### src/rtl/mdio_pkg.sv
`timescale 1ns/100ps
package mdio_pkg;
    localparam int DIV_W    = 16;
    localparam int ADDR_W   = 5;
    localparam int DATA_W   = 16;
    localparam int PRE_W    = 32;
    localparam int BODY_W   = 4 + 2 * ADDR_W + 2 + DATA_W;
    localparam int FRAME_W  = PRE_W + BODY_W;
    localparam int LEFT_W   = $clog2(FRAME_W + 1);

    localparam int BIT_EN      = DIV_W;
    localparam int BIT_PRE_OFF = DIV_W + 1;
    localparam int BIT_FLT_EN  = DIV_W + 2;
    localparam int BIT_FLT     = DIV_W + 3;
    localparam int BIT_IDLE    = DIV_W + 4;
    localparam int CSR_W       = BIT_IDLE + 1;
    localparam int CSR_WR_W    = BIT_IDLE;

    localparam logic [DIV_W-1:0] DIV_RESET = 16'h00FF;

    typedef enum logic [1:0] {
        PH_IDLE,
        PH_ARM,
        PH_SHIFT
    } phase_t;

    typedef struct packed {
        logic              rd;
        logic [ADDR_W-1:0] phy;
        logic [ADDR_W-1:0] regad;
        logic [DATA_W-1:0] wdata;
    } mgmt_cmd_t;

    typedef struct packed {
        logic [DIV_W-1:0] div;
        logic             enable;
        logic             pre_off;
        logic             flt_en;
    } csr_cfg_t;

    // Frame body after the preamble; released bits of a read carry filler ones.
    function automatic logic [BODY_W-1:0] body_bits(mgmt_cmd_t c);
        logic [1:0]        op;
        logic [1:0]        ta;
        logic [DATA_W-1:0] dat;
        op  = c.rd ? 2'b10 : 2'b01;
        ta  = c.rd ? 2'b11 : 2'b10;
        dat = c.rd ? {DATA_W{1'b1}} : c.wdata;
        return {2'b01, op, c.phy, c.regad, ta, dat};
    endfunction

    // Output-enable pattern matching body_bits.
    function automatic logic [BODY_W-1:0] body_drive(logic rd);
        logic [BODY_W-1:0] m;
        m = '1;
        if (rd) begin
            m[DATA_W+1:0] = '0;
        end
        return m;
    endfunction
endpackage

### src/rtl/mdio_clkgen.sv
`timescale 1ns/100ps
module mdio_clkgen
    import mdio_pkg::*;
(
    input  logic             clk,
    input  logic             rst,
    input  logic [DIV_W-1:0] div_i,
    output logic             mdc_o,
    output logic             rise_o,
    output logic             fall_o
);
    logic [DIV_W-1:0] cnt_q;
    logic             mdc_q;
    logic             run;
    logic             hit;

    assign run = (div_i != '0);
    assign hit = run && (cnt_q >= div_i);

    always_ff @(posedge clk) begin
        if (rst || !run) begin
            cnt_q <= '0;
            mdc_q <= 1'b0;
        end else if (hit) begin
            cnt_q <= '0;
            mdc_q <= ~mdc_q;
        end else begin
            cnt_q <= cnt_q + 1'b1;
        end
    end

    // Strobes mark the system-clock edge at which MDC toggles.
    assign rise_o = hit && !mdc_q;
    assign fall_o = hit &&  mdc_q;
    assign mdc_o  = mdc_q;

    AST_DIV_ZERO_LOW: assert property (@(posedge clk) disable iff (rst)
        (div_i == '0) |=> !mdc_q);
endmodule

### src/rtl/mdio_frame_fsm.sv
`timescale 1ns/100ps
module mdio_frame_fsm
    import mdio_pkg::*;
(
    input  logic              clk,
    input  logic              rst,
    input  logic              go_i,
    input  mgmt_cmd_t         cmd_i,
    input  logic              pre_off_i,
    input  logic              flt_en_i,
    input  logic              rise_i,
    input  logic              fall_i,
    input  logic              mdio_i,
    output logic              idle_o,
    output logic              mdio_o,
    output logic              mdio_oe_o,
    output logic              done_o,
    output logic [DATA_W-1:0] rdata_o,
    output logic              flt_set_o
);
    phase_t             ph_q;
    logic [FRAME_W-1:0] sh_q;
    logic [FRAME_W-1:0] mk_q;
    logic [LEFT_W-1:0]  left_q;
    logic               drv_q;
    logic               oe_q;
    logic               done_q;
    logic               flt_q;
    logic [DATA_W-1:0]  rd_q;
    logic               mismatch;
    logic               last_bit;

    assign mismatch = oe_q && (mdio_i != drv_q);
    assign last_bit = (ph_q == PH_SHIFT) && (left_q == '0);

    always_ff @(posedge clk) begin
        if (rst) begin
            ph_q   <= PH_IDLE;
            sh_q   <= '0;
            mk_q   <= '0;
            left_q <= '0;
            drv_q  <= 1'b0;
            oe_q   <= 1'b0;
            done_q <= 1'b0;
            flt_q  <= 1'b0;
            rd_q   <= '0;
        end else begin
            done_q <= 1'b0;
            flt_q  <= 1'b0;
            unique case (ph_q)
                PH_IDLE: begin
                    if (go_i) begin
                        if (pre_off_i) begin
                            sh_q   <= {body_bits(cmd_i), {PRE_W{1'b0}}};
                            mk_q   <= {body_drive(cmd_i.rd), {PRE_W{1'b0}}};
                            left_q <= LEFT_W'(BODY_W);
                        end else begin
                            sh_q   <= {{PRE_W{1'b1}}, body_bits(cmd_i)};
                            mk_q   <= {{PRE_W{1'b1}}, body_drive(cmd_i.rd)};
                            left_q <= LEFT_W'(FRAME_W);
                        end
                        rd_q <= '0;
                        ph_q <= PH_ARM;
                    end
                end
                PH_ARM, PH_SHIFT: begin
                    if (fall_i) begin
                        if (last_bit) begin
                            oe_q   <= 1'b0;
                            done_q <= 1'b1;
                            ph_q   <= PH_IDLE;
                        end else begin
                            drv_q  <= sh_q[FRAME_W-1];
                            oe_q   <= mk_q[FRAME_W-1];
                            sh_q   <= sh_q << 1;
                            mk_q   <= mk_q << 1;
                            left_q <= left_q - 1'b1;
                            ph_q   <= PH_SHIFT;
                        end
                    end else if (rise_i && ph_q == PH_SHIFT) begin
                        if (oe_q) begin
                            if (flt_en_i && mismatch) begin
                                flt_q <= 1'b1;
                                oe_q  <= 1'b0;
                                ph_q  <= PH_IDLE;
                            end
                        end else begin
                            rd_q <= {rd_q[DATA_W-2:0], mdio_i};
                        end
                    end
                end
                default: ph_q <= PH_IDLE;
            endcase
        end
    end

    assign idle_o    = (ph_q == PH_IDLE);
    assign mdio_o    = drv_q;
    assign mdio_oe_o = oe_q;
    assign done_o    = done_q;
    assign rdata_o   = rd_q;
    assign flt_set_o = flt_q;

    AST_PIN_MOVES_ON_FALL: assert property (@(posedge clk) disable iff (rst)
        !$stable(drv_q) |-> $past(fall_i));
    AST_IDLE_RELEASED: assert property (@(posedge clk) disable iff (rst)
        (ph_q == PH_IDLE) |-> !oe_q);
    AST_GO_WHEN_IDLE: assert property (@(posedge clk) disable iff (rst)
        go_i |-> (ph_q == PH_IDLE));
    AST_NO_DONE_ON_FAULT: assert property (@(posedge clk) disable iff (rst)
        !(done_q && flt_q));
endmodule

### src/rtl/mdio_csr.sv
`timescale 1ns/100ps
module mdio_csr
    import mdio_pkg::*;
(
    input  logic                clk,
    input  logic                rst,
    input  logic                wr_i,
    input  logic [CSR_WR_W-1:0] wdata_i,
    input  logic                idle_i,
    input  logic                flt_set_i,
    output csr_cfg_t            cfg_o,
    output logic [CSR_W-1:0]    rdata_o
);
    csr_cfg_t cfg_q;
    logic     flt_q;
    logic     flt_clr;

    assign flt_clr = wr_i && wdata_i[BIT_FLT];

    always_ff @(posedge clk) begin
        if (rst) begin
            cfg_q <= '{div: DIV_RESET, enable: 1'b0, pre_off: 1'b0, flt_en: 1'b0};
            flt_q <= 1'b0;
        end else begin
            if (wr_i) begin
                cfg_q.div     <= wdata_i[DIV_W-1:0];
                cfg_q.enable  <= wdata_i[BIT_EN];
                cfg_q.pre_off <= wdata_i[BIT_PRE_OFF];
                cfg_q.flt_en  <= wdata_i[BIT_FLT_EN];
            end
            // A fault in the same cycle as a clear wins.
            if (flt_set_i) begin
                flt_q <= 1'b1;
            end else if (flt_clr) begin
                flt_q <= 1'b0;
            end
        end
    end

    always_comb begin
        rdata_o              = '0;
        rdata_o[DIV_W-1:0]   = cfg_q.div;
        rdata_o[BIT_EN]      = cfg_q.enable;
        rdata_o[BIT_PRE_OFF] = cfg_q.pre_off;
        rdata_o[BIT_FLT_EN]  = cfg_q.flt_en;
        rdata_o[BIT_FLT]     = flt_q;
        rdata_o[BIT_IDLE]    = idle_i;
    end

    assign cfg_o = cfg_q;

    AST_FAULT_STICKY: assert property (@(posedge clk) disable iff (rst)
        (flt_q && !flt_clr) |=> flt_q);
    AST_FAULT_NEEDS_EVENT: assert property (@(posedge clk) disable iff (rst)
        $rose(flt_q) |-> $past(flt_set_i));
    AST_FAULT_ONLY_ENABLED: assert property (@(posedge clk) disable iff (rst)
        flt_set_i |-> cfg_q.flt_en);
endmodule

### src/rtl/mdio_master.sv
`timescale 1ns/100ps
module mdio_master
    import mdio_pkg::*;
(
    input  logic                          clk,
    input  logic                          rst,
    input  logic                          csr_wr,
    input  logic [mdio_pkg::CSR_WR_W-1:0] csr_wdata,
    output logic [mdio_pkg::CSR_W-1:0]    csr_rdata,
    input  logic                          cmd_valid,
    input  logic                          cmd_read,
    input  logic [mdio_pkg::ADDR_W-1:0]   cmd_phy,
    input  logic [mdio_pkg::ADDR_W-1:0]   cmd_reg,
    input  logic [mdio_pkg::DATA_W-1:0]   cmd_wdata,
    output logic                          cmd_accept,
    output logic                          cmd_reject,
    output logic                          rsp_valid,
    output logic [mdio_pkg::DATA_W-1:0]   rsp_rdata,
    output logic                          mdc,
    output logic                          mdio_o,
    output logic                          mdio_oe,
    input  logic                          mdio_i
);
    csr_cfg_t  cfg;
    mgmt_cmd_t cmd;
    logic      idle;
    logic      rise_stb;
    logic      fall_stb;
    logic      flt_set;
    logic      go;

    assign cmd = '{rd: cmd_read, phy: cmd_phy, regad: cmd_reg, wdata: cmd_wdata};
    assign go         = cmd_valid && cfg.enable && idle && (cfg.div != '0);
    assign cmd_accept = go;
    assign cmd_reject = cmd_valid && !go;

    mdio_csr u_csr (
        .clk       (clk),
        .rst       (rst),
        .wr_i      (csr_wr),
        .wdata_i   (csr_wdata),
        .idle_i    (idle),
        .flt_set_i (flt_set),
        .cfg_o     (cfg),
        .rdata_o   (csr_rdata)
    );

    mdio_clkgen u_clk (
        .clk    (clk),
        .rst    (rst),
        .div_i  (cfg.div),
        .mdc_o  (mdc),
        .rise_o (rise_stb),
        .fall_o (fall_stb)
    );

    mdio_frame_fsm u_fsm (
        .clk       (clk),
        .rst       (rst),
        .go_i      (go),
        .cmd_i     (cmd),
        .pre_off_i (cfg.pre_off),
        .flt_en_i  (cfg.flt_en),
        .rise_i    (rise_stb),
        .fall_i    (fall_stb),
        .mdio_i    (mdio_i),
        .idle_o    (idle),
        .mdio_o    (mdio_o),
        .mdio_oe_o (mdio_oe),
        .done_o    (rsp_valid),
        .rdata_o   (rsp_rdata),
        .flt_set_o (flt_set)
    );

    AST_RSP_SINGLE: assert property (@(posedge clk) disable iff (rst)
        rsp_valid |=> !rsp_valid);
    AST_BUSY_AFTER_ACCEPT: assert property (@(posedge clk) disable iff (rst)
        cmd_accept |=> !csr_rdata[BIT_IDLE]);
endmodule

### config.mk
export PLATFORM = sky130hd
export DESIGN_NAME = mdio_master
export DESIGN_NICKNAME = d
export VERILOG_FILES = /design/src/rtl/mdio_pkg.sv /design/src/rtl/mdio_clkgen.sv /design/src/rtl/mdio_frame_fsm.sv /design/src/rtl/mdio_csr.sv /design/src/rtl/mdio_master.sv
export SDC_FILE = /design/constraint.sdc
export NUM_CORES = 1
export LEC_CHECK = 0
export ABC_AREA = 0
export BUFFER_PORTS_ARGS = -buffer_cell sky130_fd_sc_hd__buf_4
export CORE_UTILIZATION = 40
export DETAILED_ROUTE_END_ITERATION = 10
export GPL_ROUTABILITY_DRIVEN = 0
export PLACE_DENSITY = 0.59
export SLEW_MARGIN = 10
export SYNTH_ARGS = -nofsm -noshare
export SYNTH_HDL_FRONTEND = slang
export SYNTH_SLANG_ARGS = --single-unit
### constraint.sdc
create_clock -name clk -period 3.66 [get_ports clk]
set_input_delay 0 -clock clk [delete_from_list [all_inputs] [get_ports clk]]
set_output_delay 0 -clock clk [all_outputs]
set_load 0.1 [all_outputs]
# Word-level counts from Yosys, hierarchy flattened
# Cells that the tools add are included.
[totals] out_inout_bits=43 regBits=194
[classes] addsub=2 bitwise=6 n_eq_ne=12 reduce_logical=31 muxes=40 magnitude_cmp=1
[op_table] op="64-bit 2-to-1 mux" count=7
[op_table] op="64-bit one-hot mux with 2 select lines" count=2
[op_table] op="16-bit 2-to-1 mux" count=5
[op_table] op="50-bit 2-to-1 mux" count=1
[op_table] op="16-bit one-hot mux with 2 select lines" count=1
[op_table] op="7-bit 2-to-1 mux" count=4
[op_table] op="18-bit 2-to-1 mux" count=1
[op_table] op="16-bit by 1-bit adder with 16-bit output, second input constant" count=1
[op_table] op="16-bit >= comparator" count=1
[op_table] op="16-bit nonzero test" count=1
[op_table] op="2-bit 2-to-1 mux" count=7
[op_table] op="7-bit one-hot mux with 2 select lines" count=1
[op_table] op="1-bit logical AND" count=12
[op_table] op="1-bit 2-to-1 mux" count=10
[op_table] op="3-bit by 2-bit inequality test with 1-bit output, second input constant" count=3
[op_table] op="2-bit inequality test, second input constant" count=4
[op_table] op="4-bit AND reduction" count=2
[op_table] op="7-bit logical NOT" count=1
[op_table] op="7-bit by 1-bit subtractor with 7-bit output, second input constant" count=1
[op_table] op="1-bit inverter" count=6
[op_table] op="2-bit nonzero test" count=3
[op_table] op="5-bit AND reduction" count=1
[op_table] op="5-bit OR reduction" count=1
[op_table] op="2-bit by 1-bit inequality test with 1-bit output, second input constant" count=2
[op_table] op="other kinds (11)" count=14

# Depth between registers and ports, before layout
[depth] ltp_word=8 mapped_depth=12 mapped_depth_nobuf=9

# Modules after synthesis
# From an unflattened synthesis, not the netlist that was laid out.
[unflattened] hier_cells=991 hier_area_um2=8808.4
[by_module_without_submodules] mod="mdio_frame_fsm" instances=1 area_each_um2=6702.7 seq_area_each_um2=3143.0 cells_per_inst=759
[by_module_without_submodules] mod="mdio_clkgen" instances=1 area_each_um2=1147.4 seq_area_each_um2=340.3 cells_per_inst=137
[by_module_without_submodules] mod="mdio_csr" instances=1 area_each_um2=895.9 seq_area_each_um2=400.4 cells_per_inst=87
[by_module_without_submodules] mod="mdio_master" instances=1 area_each_um2=62.6 seq_area_each_um2=0.0 cells_per_inst=8

# Worst setup path after synthesis
# OpenSTA, ideal clock, no wires.
[synth_path] kind="reg2reg" start="reg u_csr.cfg_q (netlist bit u_csr.cfg_o[3])" end="reg u_fsm.mk_q[58]" arrival_ns=3.134 path_stages_with_launch=12 path_slack_ns=0.398 setup_time_ns=0.128 t_required_ns=3.532 path_cell_list="dfxtp_1 > ha_1 > nand2b_1 > a2111o_1 > a311oi_2 > a21oi_2 > a31o_1 > buf_6 > buf_6 > buf_6 > o22ai_1 > nor2_1"
[synth_via] elab_chain_len=5 word_cells_on_any_way=8 classes_between="order compare: 1; eq/ne: 2; reduce/logical: 5"
[synth_lines] element="start, declared" line="mdio_csr.sv:14" text="csr_cfg_t cfg_q;"
[synth_lines] element="start signal, assigned" line="mdio_csr.sv:22" text="cfg_q <= '{div: DIV_RESET, enable: 1'b0, pre_off: 1'b0, flt_en: 1'b0};"
[synth_lines] element="16-bit >= comparator / 16-bit nonzero test (equally long branches)" line="mdio_clkgen.sv:18, mdio_clkgen.sv:17, mdio_master.sv:33"
[synth_lines] element="1-bit logical AND" line="mdio_clkgen.sv:18" text="assign hit = run && (cnt_q >= div_i);"
[synth_lines] element="1-bit logical AND" line="mdio_clkgen.sv:34" text="assign fall_o = hit && mdc_q;"
[synth_lines] element="2-bit inequality test (no source line)"
[synth_lines] element="4-bit AND reduction (no source line) (*)"
[synth_lines] element="end signal, assigned" line="mdio_frame_fsm.sv:55" text="mk_q <= {body_drive(cmd_i.rd), {PRE_W{1'b0}}};"
[synth_lines] element="end signal, assigned" line="mdio_frame_fsm.sv:59" text="mk_q <= {{PRE_W{1'b1}}, body_drive(cmd_i.rd)};"
[synth_lines] element="end signal, assigned" line="mdio_frame_fsm.sv:76" text="mk_q <= mk_q << 1;"
[synth_lines] element="end, declared" line="mdio_frame_fsm.sv:23" text="logic [FRAME_W-1:0] mk_q;"
# Mark *: on every way between the ends. The rest lies on a longest branch, timed or not.
# A chain may end at the register's enable or synchronous reset.

# Worst setup path in the final report
[layout_path] start="reg u_clk.cnt_q[0]" end="reg u_fsm.sh_q[7]"
[layout_via] elab_chain_len=5
[layout_lines] element="start, declared" line="mdio_clkgen.sv:12" text="logic [DIV_W-1:0] cnt_q;"
[layout_lines] element="start signal, assigned" line="mdio_clkgen.sv:28" text="cnt_q <= cnt_q + 1'b1;"
[layout_lines] element="16-bit >= comparator" line="mdio_clkgen.sv:18"
[layout_lines] element="1-bit logical AND" line="mdio_clkgen.sv:18"
[layout_lines] element="1-bit logical AND" line="mdio_clkgen.sv:34"
[layout_lines] element="2-bit inequality test (no source line)"
[layout_lines] element="4-bit AND reduction (no source line)"
[layout_lines] element="end signal, assigned" line="mdio_frame_fsm.sv:54" text="sh_q <= {body_bits(cmd_i), {PRE_W{1'b0}}};"
[layout_lines] element="end signal, assigned" line="mdio_frame_fsm.sv:58" text="sh_q <= {{PRE_W{1'b1}}, body_bits(cmd_i)};"
[layout_lines] element="end signal, assigned" line="mdio_frame_fsm.sv:75" text="sh_q <= sh_q << 1;"
[layout_lines] element="end, declared" line="mdio_frame_fsm.sv:22" text="logic [FRAME_W-1:0] sh_q;"
# Every way passes these cells.

==> flow_metrics.env <==
export IMPL_antenna_found_initial=0
export IMPL_period_minus_slack_ps=3030
export IMPL_die_width_um=146
export IMPL_synth_flop_cell="dfxtp_1"
export IMPL_startpoint="u_clk.cnt_q[0]$_SDFF_PP0_"
export IMPL_yosysTopAreaCell="dfxtp_1"
export IMPL_grt_max_degree=75
export IMPL_critPathKind="reg2reg"
export IMPL_drv_slew=0
export IMPL_grt_busiest_layer="met2"
export IMPL_status="completed"
export IMPL_synth_warnings=0
export IMPL_cts_tree="built"
export IMPL_final_period_utilization_pct=82.7
export IMPL_slowest_stage="a31oi_4"
export IMPL_clock_latency_ps=430
export IMPL_synth_seq_cells=194
export IMPL_end_kind="flop"
export IMPL_syn2layout_area_growth_pct=25.3
export IMPL_hold_slack_ps=44.0
export IMPL_rows=52
export IMPL_crit_chain="inv_1 > ha_1 > nand2b_1 > a2111o_1 > a311oi_2 > a21oi_2 > a31oi_4 > buf_4 > a211oi_1 > nor3_1"
export IMPL_synth_top_cell_area_share_pct=47.0
export IMPL_ys_types=56
export IMPL_grt_pass1_vias=6781
export IMPL_grt_usage_pct=19.8
export IMPL_grt_pass1_wl_um=34500
export IMPL_peakVddDrop_mv=0.302
export IMPL_cts_sinks=194
export IMPL_leakagePower_nw=3.98
export IMPL_p_seq_share_pct=47.3
export IMPL_sw_frac_of_total_pct=26.8
export IMPL_timing_rr_start="u_clk.cnt_q[0]$_SDFF_PP0_"
export IMPL_fin_util_pct=51.1
export IMPL_coreArea_mm2=0.0202
export IMPL_io_pins=95
export IMPL_numCtsBuffers=17
export IMPL_drive_above_1_share_pct=14.5
export IMPL_firstDrtPassIters=5
export IMPL_nets=1151
export IMPL_cts_root_buf="clkbuf_16"
export IMPL_maxSlewHeadroom_pct=46.3
export IMPL_total_power_mw=4.93
export IMPL_hold_class="in2reg"
export IMPL_fmax_ghz=0.330
export IMPL_drc_errors=0
export IMPL_dr_total_vias=7324
export IMPL_use_met1_pct=27.8
export IMPL_clockBufferDepth=2
export IMPL_synth_avg_cell_area_um2=8.49
export IMPL_wl_per_cell_um=15.2
export IMPL_required_ps=4000
export IMPL_detailedPlace_worstSlack_ps=671
export IMPL_synth_edf_count=0
export IMPL_power_switching_mw=1.32
export IMPL_rsz0062_at_grt="no"
export IMPL_clock_skew_ps=7.97
export IMPL_syn_inst=973
export IMPL_dieArea_mm2=0.0212
export IMPL_cts_resized_gates=0
export IMPL_gr_usage_met2_pct=31.1
export IMPL_syn_num_nets=1047
export IMPL_ys_seq_area_share_pct=47.0
export IMPL_cap_violations=0
export IMPL_cell_internal_pwr_mw=3.61
export IMPL_portBuffers=94
export IMPL_clk_pin_slew_ps=70
export IMPL_combPwrFrac_pct=14.4
export IMPL_fp_dieH_um=146
export IMPL_antenna_cells=0
export IMPL_met3_usage_pct=3.32
export IMPL_setup_slack_ps=633
export IMPL_avgViaCountPerCell=5.39
export IMPL_dp_hpwl_um=12100
export IMPL_drt_antenna_violating_nets=0
export IMPL_worstPathArrival_ps=3370
export IMPL_async_flop_share_pct=0
export IMPL_holdCritStartpoint="cmd_valid"
export IMPL_power_density_mw_per_mm2=477
export IMPL_start_util_pct=40.8
export IMPL_start_kind="flop"
export IMPL_path_max_fanout=12
export IMPL_finalSetupTns_ps=0
export IMPL_synth_area_mm2=0.00826
export IMPL_hold_violations=0
export IMPL_tightest_slew_ps=806
export IMPL_setup_viol=0
export IMPL_slowest_delay_ps=520
export IMPL_wirelength_um=20600
export IMPL_overflow=0
export IMPL_h_tree_depth=4
export IMPL_yosys_top_cells_area="dfxtp_1, a21oi_1, nor2_1, nand2_1, nor3_1"
export IMPL_clock_power_share_pct=38.3
export IMPL_drt_iter0_drc=592
Yosys cell counts (12+ instances only):
library cell / instances
o211ai_1: 31
nor3_1: 62
dfxtp_1: 194
a221oi_1: 12
nand4_1: 26
o22ai_1: 16
inv_1: 32
ha_1: 22
a21oi_1: 90
clkbuf_1: 57
a211oi_1: 33
o21ai_0: 36
nand3_1: 15
o221ai_1: 26
nand2_1: 87
nor2_1: 120
mux2i_1: 13
timing repair:
item	CTS	global route
buffers inserted	0	0
endpoints found under the hold margin	70	0
hold buffers	59	0
power by group through the flow:
stage | combinational [mW] | sequential, mW | clock [mW]
after CTS | 0.711 | 2.33 | 1.95
after detailed placement | 0.660 | 2.38 | 0
after floorplan | 0.404 | 2.44 | 0
final | 0.709 | 2.33 | 1.89
after global placement | 0.653 | 2.38 | 0
after global routing | 0.781 | 2.35 | 2.04
cell type report:
cell class | instances | area, um^2
Clock inverter | 11 | 128
Fill cell | 1926 | 9890
Inverter | 33 | 124
Sequential cell | 194 | 3880
Timing Repair Buffer | 172 | 1510
Tap cell | 270 | 338
Clock buffer | 21 | 480
Multi-Input combinational cell | 659 | 3880
final timing paths:
path                            endpoint  slack [ps]  cells after the start
max           u_fsm.sh_q[7]$_SDFFE_PP0P_         630                     10
min           u_fsm.ph_q[1]$_SDFFE_PP0P_          40                      4
max reg2reg   u_fsm.sh_q[7]$_SDFFE_PP0P_         630                     10
min reg2reg  u_fsm.mk_q[44]$_SDFFE_PP0P_         450                      2
critical path, delay by kind of cell, from the launching register on:
family	cells	cell delay, ps
adders and majority gates	1	260
AOI/OAI and AO/OA	5	1630
buffers and inverters	2	350
DFF	1	380
and+or+nand+nor	2	310
through the flow:
step / std cells / instance area [um^2]
floorplan: 973 / 8260
global placement: 1269 / 9150
detailed placement: 1269 / 9150
CTS: 1360 / 10300
global route: 1360 / 10300
finish: 1360 / 10300
flip-flops by register name (all words and copies together) (netlist names):
name / count
u_fsm.left_q: 7
u_fsm.done_o: 1
u_fsm.mk_q: 64
u_fsm.ph_q: 2
u_csr.cfg_o: 19
u_csr.flt_q: 1
u_fsm.sh_q: 64
u_fsm.flt_set_o: 1
u_fsm.rdata_o: 16
u_fsm.mdio_o: 1
u_clk.mdc_o: 1
u_clk.cnt_q: 16
u_fsm.mdio_oe_o: 1
metal layers:
| metal | vias to the layer above | wire length [um] |
|---|---|---|
| met3 | 17 | 565 |
| met4 | 0 | 248 |
| li1 | 3709 | - |
| met5 | - | 0 |
| met2 | 126 | 9560 |
| met1 | 3472 | 10300 |
cells by family after synthesis:
logic type | count (synthesis) | share of synthesized area [%]
multiplexers | 14 | 1.71
AO/OA/AOI/OAI | 273 | 21.7
adder cells (fa/ha/maj) | 22 | 3.33
XOR/XNOR | 16 | 1.70
AND/OR/NAND/NOR | 334 | 18.1
flip-flops | 194 | 47.0
buffers and inverters | 120 | 6.39
cell usage in the layout, fill, tap and decap left out, types with 3 or more instances in the layout:
| cell | netlist | layout |
|---|---|---|
| dfxtp_1 | 194 | 194 |
| nor2_1 | 120 | 119 |
| buf_4 | 10 | 107 |
| a21oi_1 | 90 | 90 |
| nand2_1 | 87 | 87 |
| nor3_1 | 62 | 62 |
| dlygate4sd3_1 | 0 | 59 |
| o21ai_0 | 36 | 36 |
| a211oi_1 | 33 | 33 |
| inv_1 | 32 | 32 |
| o211ai_1 | 31 | 31 |
| nand4_1 | 26 | 26 |
| o221ai_1 | 26 | 26 |
| ha_1 | 22 | 21 |
| clkbuf_16 | 0 | 17 |
| o22ai_1 | 16 | 16 |
| nand3_1 | 15 | 15 |
| mux2i_1 | 13 | 13 |
| a221oi_1 | 12 | 12 |
| xor2_1 | 9 | 9 |
| xnor2_1 | 7 | 7 |
| nor4_1 | 7 | 7 |
| buf_12 | 0 | 6 |
| o21ai_1 | 4 | 4 |
| and3_1 | 4 | 4 |
| clkbuf_8 | 0 | 4 |
| a21boi_0 | 3 | 3 |
| clkinvlp_4 | 0 | 3 |
| clkinv_4 | 0 | 3 |
No activity file was read; power rests on OpenSTA's default activity.
